--- src/rtl/uart_hd_pkg.sv ---
package uart_hd_pkg;
  typedef enum logic {
    TXS_IDLE = 1'b0,
    TXS_SEND = 1'b1
  } tx_state_e;

  typedef enum logic [1:0] {
    RXS_IDLE  = 2'd0,
    RXS_START = 2'd1,
    RXS_DATA  = 2'd2,
    RXS_STOP  = 2'd3
  } rx_state_e;

  localparam logic CFG_SEL_GATE   = 1'b0;
  localparam logic CFG_SEL_DUPLEX = 1'b1;
endpackage

--- src/rtl/uart_tx_fifo.sv ---
module uart_tx_fifo #(
  parameter int W     = 8,
  parameter int DEPTH = 4
) (
  input  logic                       clk,
  input  logic                       rst_n,
  input  logic                       push,
  input  logic [W-1:0]               push_data,
  input  logic                       pop,
  output logic [W-1:0]               pop_data,
  output logic                       empty,
  output logic                       full,
  output logic [$clog2(DEPTH+1)-1:0] count
);
  localparam int AW = (DEPTH > 1) ? $clog2(DEPTH) : 1;
  localparam int CW = $clog2(DEPTH + 1);

  logic [W-1:0]  mem [DEPTH];
  logic [AW-1:0] wr_q, wr_d, rd_q, rd_d;
  logic [CW-1:0] cnt_q, cnt_d;
  logic          push_ok, pop_ok;

  assign full    = (cnt_q == CW'(DEPTH));
  assign empty   = (cnt_q == '0);
  assign push_ok = push && !full;
  assign pop_ok  = pop && !empty;
  assign count   = cnt_q;
  assign pop_data = mem[rd_q];

  function automatic logic [AW-1:0] wrap_inc(input logic [AW-1:0] p);
    return (p == AW'(DEPTH - 1)) ? '0 : p + 1'b1;
  endfunction

  always_comb begin
    wr_d  = wr_q;
    rd_d  = rd_q;
    cnt_d = cnt_q;
    if (push_ok) wr_d = wrap_inc(wr_q);
    if (pop_ok)  rd_d = wrap_inc(rd_q);
    if (push_ok && !pop_ok)      cnt_d = cnt_q + 1'b1;
    else if (!push_ok && pop_ok) cnt_d = cnt_q - 1'b1;
  end

  always_ff @(posedge clk or negedge rst_n) begin
    if (!rst_n) begin
      wr_q  <= '0;
      rd_q  <= '0;
      cnt_q <= '0;
    end else begin
      wr_q  <= wr_d;
      rd_q  <= rd_d;
      cnt_q <= cnt_d;
    end
  end

  always_ff @(posedge clk) begin
    if (push_ok) mem[wr_q] <= push_data;
  end
endmodule

--- src/rtl/uart_tx_shift.sv ---
module uart_tx_shift
  import uart_hd_pkg::*;
#(
  parameter int W   = 8,
  parameter int OVS = 16
) (
  input  logic         clk,
  input  logic         rst_n,
  input  logic         tick,
  input  logic         load,
  input  logic [W-1:0] load_data,
  output logic         txd,
  output logic         busy,
  output logic         done
);
  localparam int FW = W + 2;
  localparam int BW = $clog2(FW);
  localparam int TW = $clog2(OVS);

  tx_state_e     st_q, st_d;
  logic [FW-1:0] frm_q, frm_d;
  logic [BW-1:0] bit_q, bit_d;
  logic [TW-1:0] tck_q, tck_d;
  logic          bit_end;

  assign busy    = (st_q == TXS_SEND);
  assign bit_end = busy && tick && (tck_q == TW'(OVS - 1));
  assign done    = bit_end && (bit_q == BW'(FW - 1));
  assign txd     = busy ? frm_q[0] : 1'b1;

  always_comb begin
    st_d  = st_q;
    frm_d = frm_q;
    bit_d = bit_q;
    tck_d = tck_q;
    case (st_q)
      TXS_IDLE: begin
        if (load) begin
          st_d  = TXS_SEND;
          frm_d = {1'b1, load_data, 1'b0};
          bit_d = '0;
          tck_d = '0;
        end
      end
      default: begin
        if (tick) begin
          if (bit_end) begin
            tck_d = '0;
            if (bit_q == BW'(FW - 1)) begin
              st_d = TXS_IDLE;
            end else begin
              bit_d = bit_q + 1'b1;
              frm_d = {1'b1, frm_q[FW-1:1]};
            end
          end else begin
            tck_d = tck_q + 1'b1;
          end
        end
      end
    endcase
  end

  always_ff @(posedge clk or negedge rst_n) begin
    if (!rst_n) begin
      st_q  <= TXS_IDLE;
      frm_q <= '1;
      bit_q <= '0;
      tck_q <= '0;
    end else begin
      st_q  <= st_d;
      frm_q <= frm_d;
      bit_q <= bit_d;
      tck_q <= tck_d;
    end
  end
endmodule

--- src/rtl/uart_rx_deser.sv ---
module uart_rx_deser
  import uart_hd_pkg::*;
#(
  parameter int W   = 8,
  parameter int OVS = 16
) (
  input  logic         clk,
  input  logic         rst_n,
  input  logic         tick,
  input  logic         rxd,
  input  logic         lock,
  output logic         busy,
  output logic         valid,
  output logic         ferr,
  output logic [W-1:0] data
);
  localparam int TW   = $clog2(OVS);
  localparam int BW   = (W > 1) ? $clog2(W) : 1;
  localparam int HALF = OVS / 2;

  rx_state_e     st_q, st_d;
  logic [TW-1:0] tck_q, tck_d;
  logic [BW-1:0] bit_q, bit_d;
  logic [W-1:0]  sh_q, sh_d, dat_q, dat_d;
  logic          val_q, val_d, fe_q, fe_d;
  logic          full_bit;

  assign busy     = (st_q != RXS_IDLE);
  assign valid    = val_q;
  assign ferr     = fe_q;
  assign data     = dat_q;
  assign full_bit = tick && (tck_q == TW'(OVS - 1));

  always_comb begin
    st_d  = st_q;
    tck_d = tck_q;
    bit_d = bit_q;
    sh_d  = sh_q;
    dat_d = dat_q;
    val_d = 1'b0;
    fe_d  = 1'b0;
    case (st_q)
      RXS_IDLE: begin
        tck_d = '0;
        if (!lock && !rxd) st_d = RXS_START;
      end
      RXS_START: begin
        if (tick) begin
          if (tck_q == TW'(HALF - 1)) begin
            tck_d = '0;
            bit_d = '0;
            st_d  = rxd ? RXS_IDLE : RXS_DATA;
          end else begin
            tck_d = tck_q + 1'b1;
          end
        end
      end
      RXS_DATA: begin
        if (full_bit) begin
          tck_d = '0;
          sh_d  = {rxd, sh_q[W-1:1]};
          if (bit_q == BW'(W - 1)) st_d = RXS_STOP;
          else                     bit_d = bit_q + 1'b1;
        end else if (tick) begin
          tck_d = tck_q + 1'b1;
        end
      end
      default: begin
        if (full_bit) begin
          tck_d = '0;
          st_d  = RXS_IDLE;
          if (rxd) begin
            val_d = 1'b1;
            dat_d = sh_q;
          end else begin
            fe_d = 1'b1;
          end
        end else if (tick) begin
          tck_d = tck_q + 1'b1;
        end
      end
    endcase
  end

  always_ff @(posedge clk or negedge rst_n) begin
    if (!rst_n) begin
      st_q  <= RXS_IDLE;
      tck_q <= '0;
      bit_q <= '0;
      sh_q  <= '0;
      dat_q <= '0;
      val_q <= 1'b0;
      fe_q  <= 1'b0;
    end else begin
      st_q  <= st_d;
      tck_q <= tck_d;
      bit_q <= bit_d;
      sh_q  <= sh_d;
      dat_q <= dat_d;
      val_q <= val_d;
      fe_q  <= fe_d;
    end
  end
endmodule

--- src/rtl/uart_hd_core.sv ---
module uart_hd_core
  import uart_hd_pkg::*;
#(
  parameter int W          = 8,
  parameter int FIFO_DEPTH = 4,
  parameter int OVS        = 16,
  parameter int CFG_W      = 8,
  parameter int GATE_BIT   = 7,
  parameter int DUPLEX_BIT = 0
) (
  input  logic             clk,
  input  logic             rst_n,
  input  logic             baud_tick,
  input  logic             cfg_we,
  input  logic             cfg_sel,
  input  logic [CFG_W-1:0] cfg_wdata,
  input  logic             push_valid,
  input  logic [W-1:0]     push_data,
  output logic             fifo_full,
  output logic             txd,
  input  logic             rxd,
  output logic             rx_valid,
  output logic [W-1:0]     rx_data,
  output logic             rx_frame_err
);
  localparam int CNT_W = $clog2(FIFO_DEPTH + 1);
  localparam int GW    = $clog2(OVS);

  logic [1:0]       rst_sync_q;
  logic             rst_n_i;
  logic             tx_en_q, tx_en_d, hd_en_q, hd_en_d;
  logic [1:0]       rxd_sync_q;
  logic             rxd_s;
  logic [W-1:0]     fifo_head;
  logic             fifo_empty;
  logic [CNT_W-1:0] fifo_count;
  logic             tx_load, tx_busy, tx_done;
  logic             tx_owns;
  logic             lock_q, lock_d;
  logic [GW-1:0]    guard_q, guard_d;
  logic             rx_lock, rx_busy;

  // Reset: asserted asynchronously, released on the clock.
  always_ff @(posedge clk or negedge rst_n) begin
    if (!rst_n) rst_sync_q <= 2'b00;
    else        rst_sync_q <= {rst_sync_q[0], 1'b1};
  end
  assign rst_n_i = rst_sync_q[1];

  // Control bits: gate opens at reset, duplex mode full at reset.
  always_comb begin
    tx_en_d = tx_en_q;
    hd_en_d = hd_en_q;
    if (cfg_we) begin
      if (cfg_sel == CFG_SEL_GATE) tx_en_d = cfg_wdata[GATE_BIT];
      else                         hd_en_d = cfg_wdata[DUPLEX_BIT];
    end
  end

  always_ff @(posedge clk or negedge rst_n_i) begin
    if (!rst_n_i) begin
      tx_en_q    <= 1'b1;
      hd_en_q    <= 1'b0;
      rxd_sync_q <= 2'b11;
    end else begin
      tx_en_q    <= tx_en_d;
      hd_en_q    <= hd_en_d;
      rxd_sync_q <= {rxd_sync_q[0], rxd};
    end
  end
  assign rxd_s = rxd_sync_q[1];

  uart_tx_fifo #(.W(W), .DEPTH(FIFO_DEPTH)) u_fifo (
    .clk       (clk),
    .rst_n     (rst_n_i),
    .push      (push_valid),
    .push_data (push_data),
    .pop       (tx_load),
    .pop_data  (fifo_head),
    .empty     (fifo_empty),
    .full      (fifo_full),
    .count     (fifo_count)
  );

  assign tx_load = tx_en_q && !fifo_empty && !tx_busy;

  uart_tx_shift #(.W(W), .OVS(OVS)) u_tx (
    .clk       (clk),
    .rst_n     (rst_n_i),
    .tick      (baud_tick),
    .load      (tx_load),
    .load_data (fifo_head),
    .txd       (txd),
    .busy      (tx_busy),
    .done      (tx_done)
  );

  // Line ownership and receiver lock with a one-bit guard after release.
  assign tx_owns = tx_busy || (tx_en_q && !fifo_empty);

  always_comb begin
    lock_d  = lock_q;
    guard_d = guard_q;
    if (!hd_en_q) begin
      lock_d  = 1'b0;
      guard_d = '0;
    end else if (tx_owns) begin
      lock_d  = 1'b1;
      guard_d = '0;
    end else if (lock_q && baud_tick) begin
      if (guard_q == GW'(OVS - 1)) begin
        lock_d  = 1'b0;
        guard_d = '0;
      end else begin
        guard_d = guard_q + 1'b1;
      end
    end
  end

  always_ff @(posedge clk or negedge rst_n_i) begin
    if (!rst_n_i) begin
      lock_q  <= 1'b0;
      guard_q <= '0;
    end else begin
      lock_q  <= lock_d;
      guard_q <= guard_d;
    end
  end

  assign rx_lock = lock_q || (hd_en_q && tx_owns);

  uart_rx_deser #(.W(W), .OVS(OVS)) u_rx (
    .clk   (clk),
    .rst_n (rst_n_i),
    .tick  (baud_tick),
    .rxd   (rxd_s),
    .lock  (rx_lock),
    .busy  (rx_busy),
    .valid (rx_valid),
    .ferr  (rx_frame_err),
    .data  (rx_data)
  );
endmodule

--- config.mk ---
export PLATFORM = sky130hd
export DESIGN_NAME = uart_hd_core
export DESIGN_NICKNAME = d
export VERILOG_FILES = /design/src/rtl/uart_hd_pkg.sv /design/src/rtl/uart_tx_fifo.sv /design/src/rtl/uart_tx_shift.sv /design/src/rtl/uart_rx_deser.sv /design/src/rtl/uart_hd_core.sv
export SDC_FILE = /design/constraint.sdc
export NUM_CORES = 1
export LEC_CHECK = 0
export ABC_AREA = 1
export BUFFER_PORTS_ARGS = -buffer_cell sky130_fd_sc_hd__buf_4
export CORE_MARGIN = 2
export CORE_UTILIZATION = 52
export CTS_CLUSTER_SIZE = 10
export DETAILED_ROUTE_END_ITERATION = 10
export PLACE_DENSITY_LB_ADDON = 0.12
export SYNTH_ARGS = -nofsm -noshare
export SYNTH_HDL_FRONTEND = slang
export SYNTH_HIERARCHICAL = 1
export SYNTH_SLANG_ARGS = --single-unit
--- constraint.sdc ---
create_clock -name clk -period 2.1 [get_ports clk]
set_clock_uncertainty 0.15 [all_clocks]
set_input_delay 0.105 -clock clk [delete_from_list [all_inputs] [get_ports clk]]
set_output_delay 0.105 -clock clk [all_outputs]
set_load 0.005 [all_outputs]
==> results list <==
- Total Power: ~0.0048 W
* TritonCTS clock tree: built
* Total Wirelength: 7.98 mm
- For the worst setup path, the data required time is 2.19 ns.
* Leakage power figure: roughly 2.5 nW
- Relative to the synthesized area, the layout overhead comes to 17.5%.
- Floorplan die area: between 9000 and 10,000 um^2
* Classification of the worst-slack hold path: flip-flop to asynchronous set/reset pin
- Buffer cell driving the clock tree root: clkbuf_8
- Final worst slack: ~0.12 ns
- Sort of element at the start of the critical path: flip-flop
- Pwr Density: just under 900 nW/um^2
- Number of input and output port buffers inserted: 28
- Measured along the x axis, the die boundary spans 97.5 um.
* Antenna fix cells: 0
* Setup slack, reg-to-reg: between 0.1 and 0.15 ns
- Cell area after layout: ~5300 um^2
- Via-to-Cell Ratio: slightly below 5
* Final Hold Vio Count: 0
- Setup violations remaining at the end of the flow were counted as 0.
- Post-Place Cell Area: approximately 5000 um^2
- Min Clock Period, post-route: slightly below 2 ns
- Number of top-level design ports: 35
* Final slew viol count: 0
- Summing all multi-input logic gate instances after layout gives 1650 um^2.
* Initial antenna violation count: 0
- Number of synthesized flops with an enable pin: 32
* Yosys cell types: 36
* Largest buffer count on any clock path: 2
* Most Frequent Cell on Critical Path: inv_1
* Mean instance size in the synthesized netlist: about 9 um^2
* Antenna violation net count after detailed routing: 0
- For this run, asynchronously set or reset flops after synthesis account for 0.663.
- Filler cells: 706
- The region available for standard cell placement spans approximately 8600 um^2.
* Worst reg2reg path startpoint: u_fifo/count[2]$_DFFE_PN0P_
* Netlist area before placement: approximately 4500 um^2
- Counting every instance in the synthesized netlist gives just under 500.
- The flow ran to the end, and the final reports show no timing, DRC or antenna violations.
- The via count of the first global-routing pass was about 3,100.
- Kind of end point of the critical path: flip-flop
- In the routed design, unresolved DRC markers number 0.
- DRC marker count from the first detailed-route iteration: between 100 and 150
- Post-synth net total: 533
* Routed len/inst: 11.9 um
* Seq cells post-synth: 95
- For this run the aggregate overflow at the end of global routing stands at 0.
* Area occupied by registers: about 2600 um^2
- Start point of the critical path: u_fifo/count[2]$_DFFE_PN0P_
* Pre-CTS setup slack: -0.0118 ns
- Clock-pin slew on the worst setup and hold paths: roughly 0.11 ns
* Starting density of the core: 0.529
* Maximum net fanout on the critical path: 4
- Routed vias: around 3,300
- Of the cells placed in the final design, the portion with a size suffix greater than 1 is 0.202.
- Die H: 97.5 um
- Series of cell instances along the critical path: inv_1 > nand3_2 > inv_1 > inv_1 > nand2_4 > nor2_2 > nand2_2 > ha_4 > inv_2 > fa_2 > nand2_1 > o21ai_0
* Total clock buffers created by CTS: 9
* Pin count of the biggest net entering global routing: 35
- Insertion delay to the later sink of the worst-skew pair: between 0.3 and 0.4 ns
- Yosys printed 6 warnings.
- At the end of the flow the core is filled with cells to 0.622.
- Portion of the post-synthesis area used by sequential elements: 0.561
- Kind of critical path: flip-flop to flip-flop
- Fmax achieved: 0.504 GHz
* Worst vdd rail ir drop: 406 uV
- The final layout contains around 600 nets.
* Final weighted congestion in routability-driven placement: between 0.8 and 0.9
* Signal arrival time at the worst endpoint: 2.08 ns
- Total of max-cap violations: 0
- CTS built an H-tree with a depth of 3.
* Standard cell with the maximum stage delay on the critical path: fa_2
- The first global-routing pass estimated roughly 14 mm of wire.
- CTS sink cnt: 95
- Most used DFF post-synth: dfrtp_1
- Setup repair after global routing left no endpoint under its margin.
- Combined global-route utilization of all metal layers: 0.183
- For this run, the slowest stage of the critical path takes 0.43 ns.
- Post-route clock period utilization: 0.944
* Standard-cell rows: 34
- The HPWL after detailed placement is ~5.4 mm.
- Initial DRT Pass Iterations: 4
path summary, 6_finish.rpt:
| kind | end | cells past startpoint |
|---|---|---|
| hold / removal | u_tx/bit_q[1]$_DFFE_PN0P_ | 1 |
| setup reg to reg | u_fifo/count[1]$_DFFE_PN0P_ | 12 |
| max in group asynchronous | rst_sync_q[1]$_DFF_PN0_ | 3 |
| min in group clk | rst_sync_q[1]$_DFF_PN0_ | 0 |
| hold reg to reg | u_tx/bit_q[1]$_DFFE_PN0P_ | 1 |
| setup / recovery | u_fifo/count[1]$_DFFE_PN0P_ | 12 |
Yosys cell counts (2+ instances only):
cell,instances,area (um^2)
nand2_2,8,50.1
dfstp_2,12,315
dfrtp_1,51,1280
nor2_2,3,18.8
or2_2,3,18.8
a21oi_1,7,35.0
buf_6,7,78.8
inv_1,66,248
nand3b_1,2,15.0
buf_2,3,15.0
o21ai_2,3,26.3
xnor2_1,2,17.5
a31oi_1,2,12.5
nor2_4,2,22.5
nand3_2,3,30.0
nand2_1,154,578
edfxtp_1,32,961
nand4_1,4,25.0
o21ai_0,5,25.0
nor2_1,32,120
nand3_1,38,190
ha_1,13,163
inv_2,3,11.3
o21ai_1,14,70.1
o211ai_1,16,120
sequential cells by signal, indices dropped and copies added, names as in the netlist, 2 cells and up:
register / flops
rst_sync_q: 2
u_fifo/count: 3
u_rx/st_q: 2
u_fifo/wr_q: 2
u_rx/tck_q: 4
guard_q: 4
u_tx/frm_q: 9
rxd_sync_q: 2
u_tx/tck_q: 4
u_rx/sh_q: 8
u_tx/bit_q: 4
u_fifo/rd_q: 2
u_rx/data: 8
u_rx/bit_q: 3
u_fifo/mem: 32
kinds of logic after synthesis:
kind of cell | Yosys count | share of synthesized area
compound gates | 50 | 0.0685
xor+xnor | 3 | 0.00578
other cells | 1 | 0.000825
fa+ha+maj | 14 | 0.0402
buf+inv | 82 | 0.0812
flops | 95 | 0.561
simple gates | 251 | 0.242
per-stage QoR:
stage / instances / TNS [ns] / hold slack (ns)
floorplan: 496 / 0 / -0.341
global placement: 636 / 0 / -0.262
detailed placement: 636 / -0.0118 / -0.261
CTS: 670 / 0 / 0.0972
global route: 673 / 0 / 0.110
finish: 673 / 0 / 0.0848
layout make-up:
type	count	share of cell area
sequential	95	0.478
multi-input combinational	319	0.309
timing repair buffer	65	0.102
inverter	70	0.0494
tap	108	0.0253
clock buffer	9	0.0232
clock inverter	7	0.0131
layout by cell type, fill, tap and decap left out, types with 3 or more instances in the layout:
cell / instances
or2_2: 3
dfstp_2: 12
nand3_2: 4
nand4_1: 4
dlygate4sd3_1: 17
dfrtp_1: 50
inv_2: 5
inv_8: 4
clkbuf_8: 9
nor2_2: 4
o21ai_0: 5
nand2_2: 10
ha_1: 12
o21ai_1: 14
a21oi_1: 7
buf_4: 47
o21ai_2: 3
nand2_1: 152
nor2_1: 31
nand3_1: 37
inv_1: 64
edfxtp_1: 32
o211ai_1: 16
report_power, final:
group / leakage [nW] / internal (W) / total (W) / switching, W
Clock: 0.0981 / 0.000473 / 0.00120 / 0.000725
Sequential: 1.09 / 0.00223 / 0.00243 / 0.000199
Combinational: 1.35 / 0.000483 / 0.00114 / 0.000657
metal layers:
metal / wire, um / GRT usage / vias up
li1: - / - / 1717
met1: 3940 / 0.260 / 1520
met2: 3650 / 0.288 / 49
met3: 266 / 0.0266 / 11
met4: 134 / 0.0673 / 0
met5: 0 / 0 / -
repair_timing:
action / 4_1_cts / 5_1_grt
setup endpoints to repair: 2 / 2
pin swaps: 1 / 2
buffers inserted: 1 / 3
resized for setup: 3 / 6
hold endpoints to repair: 44 / 0
hold buffers: 17 / 0
critical path, delay by kind of cell (launching register included):
kind	cells	cell delay, ns
adder cells (fa/ha/maj)	2	0.59
AND/OR/NAND/NOR	5	0.42
flip-flops	1	0.37
buffers and inverters	4	0.27
AO/OA/AOI/OAI	1	0.07
(Power assumes the default switching activity.)
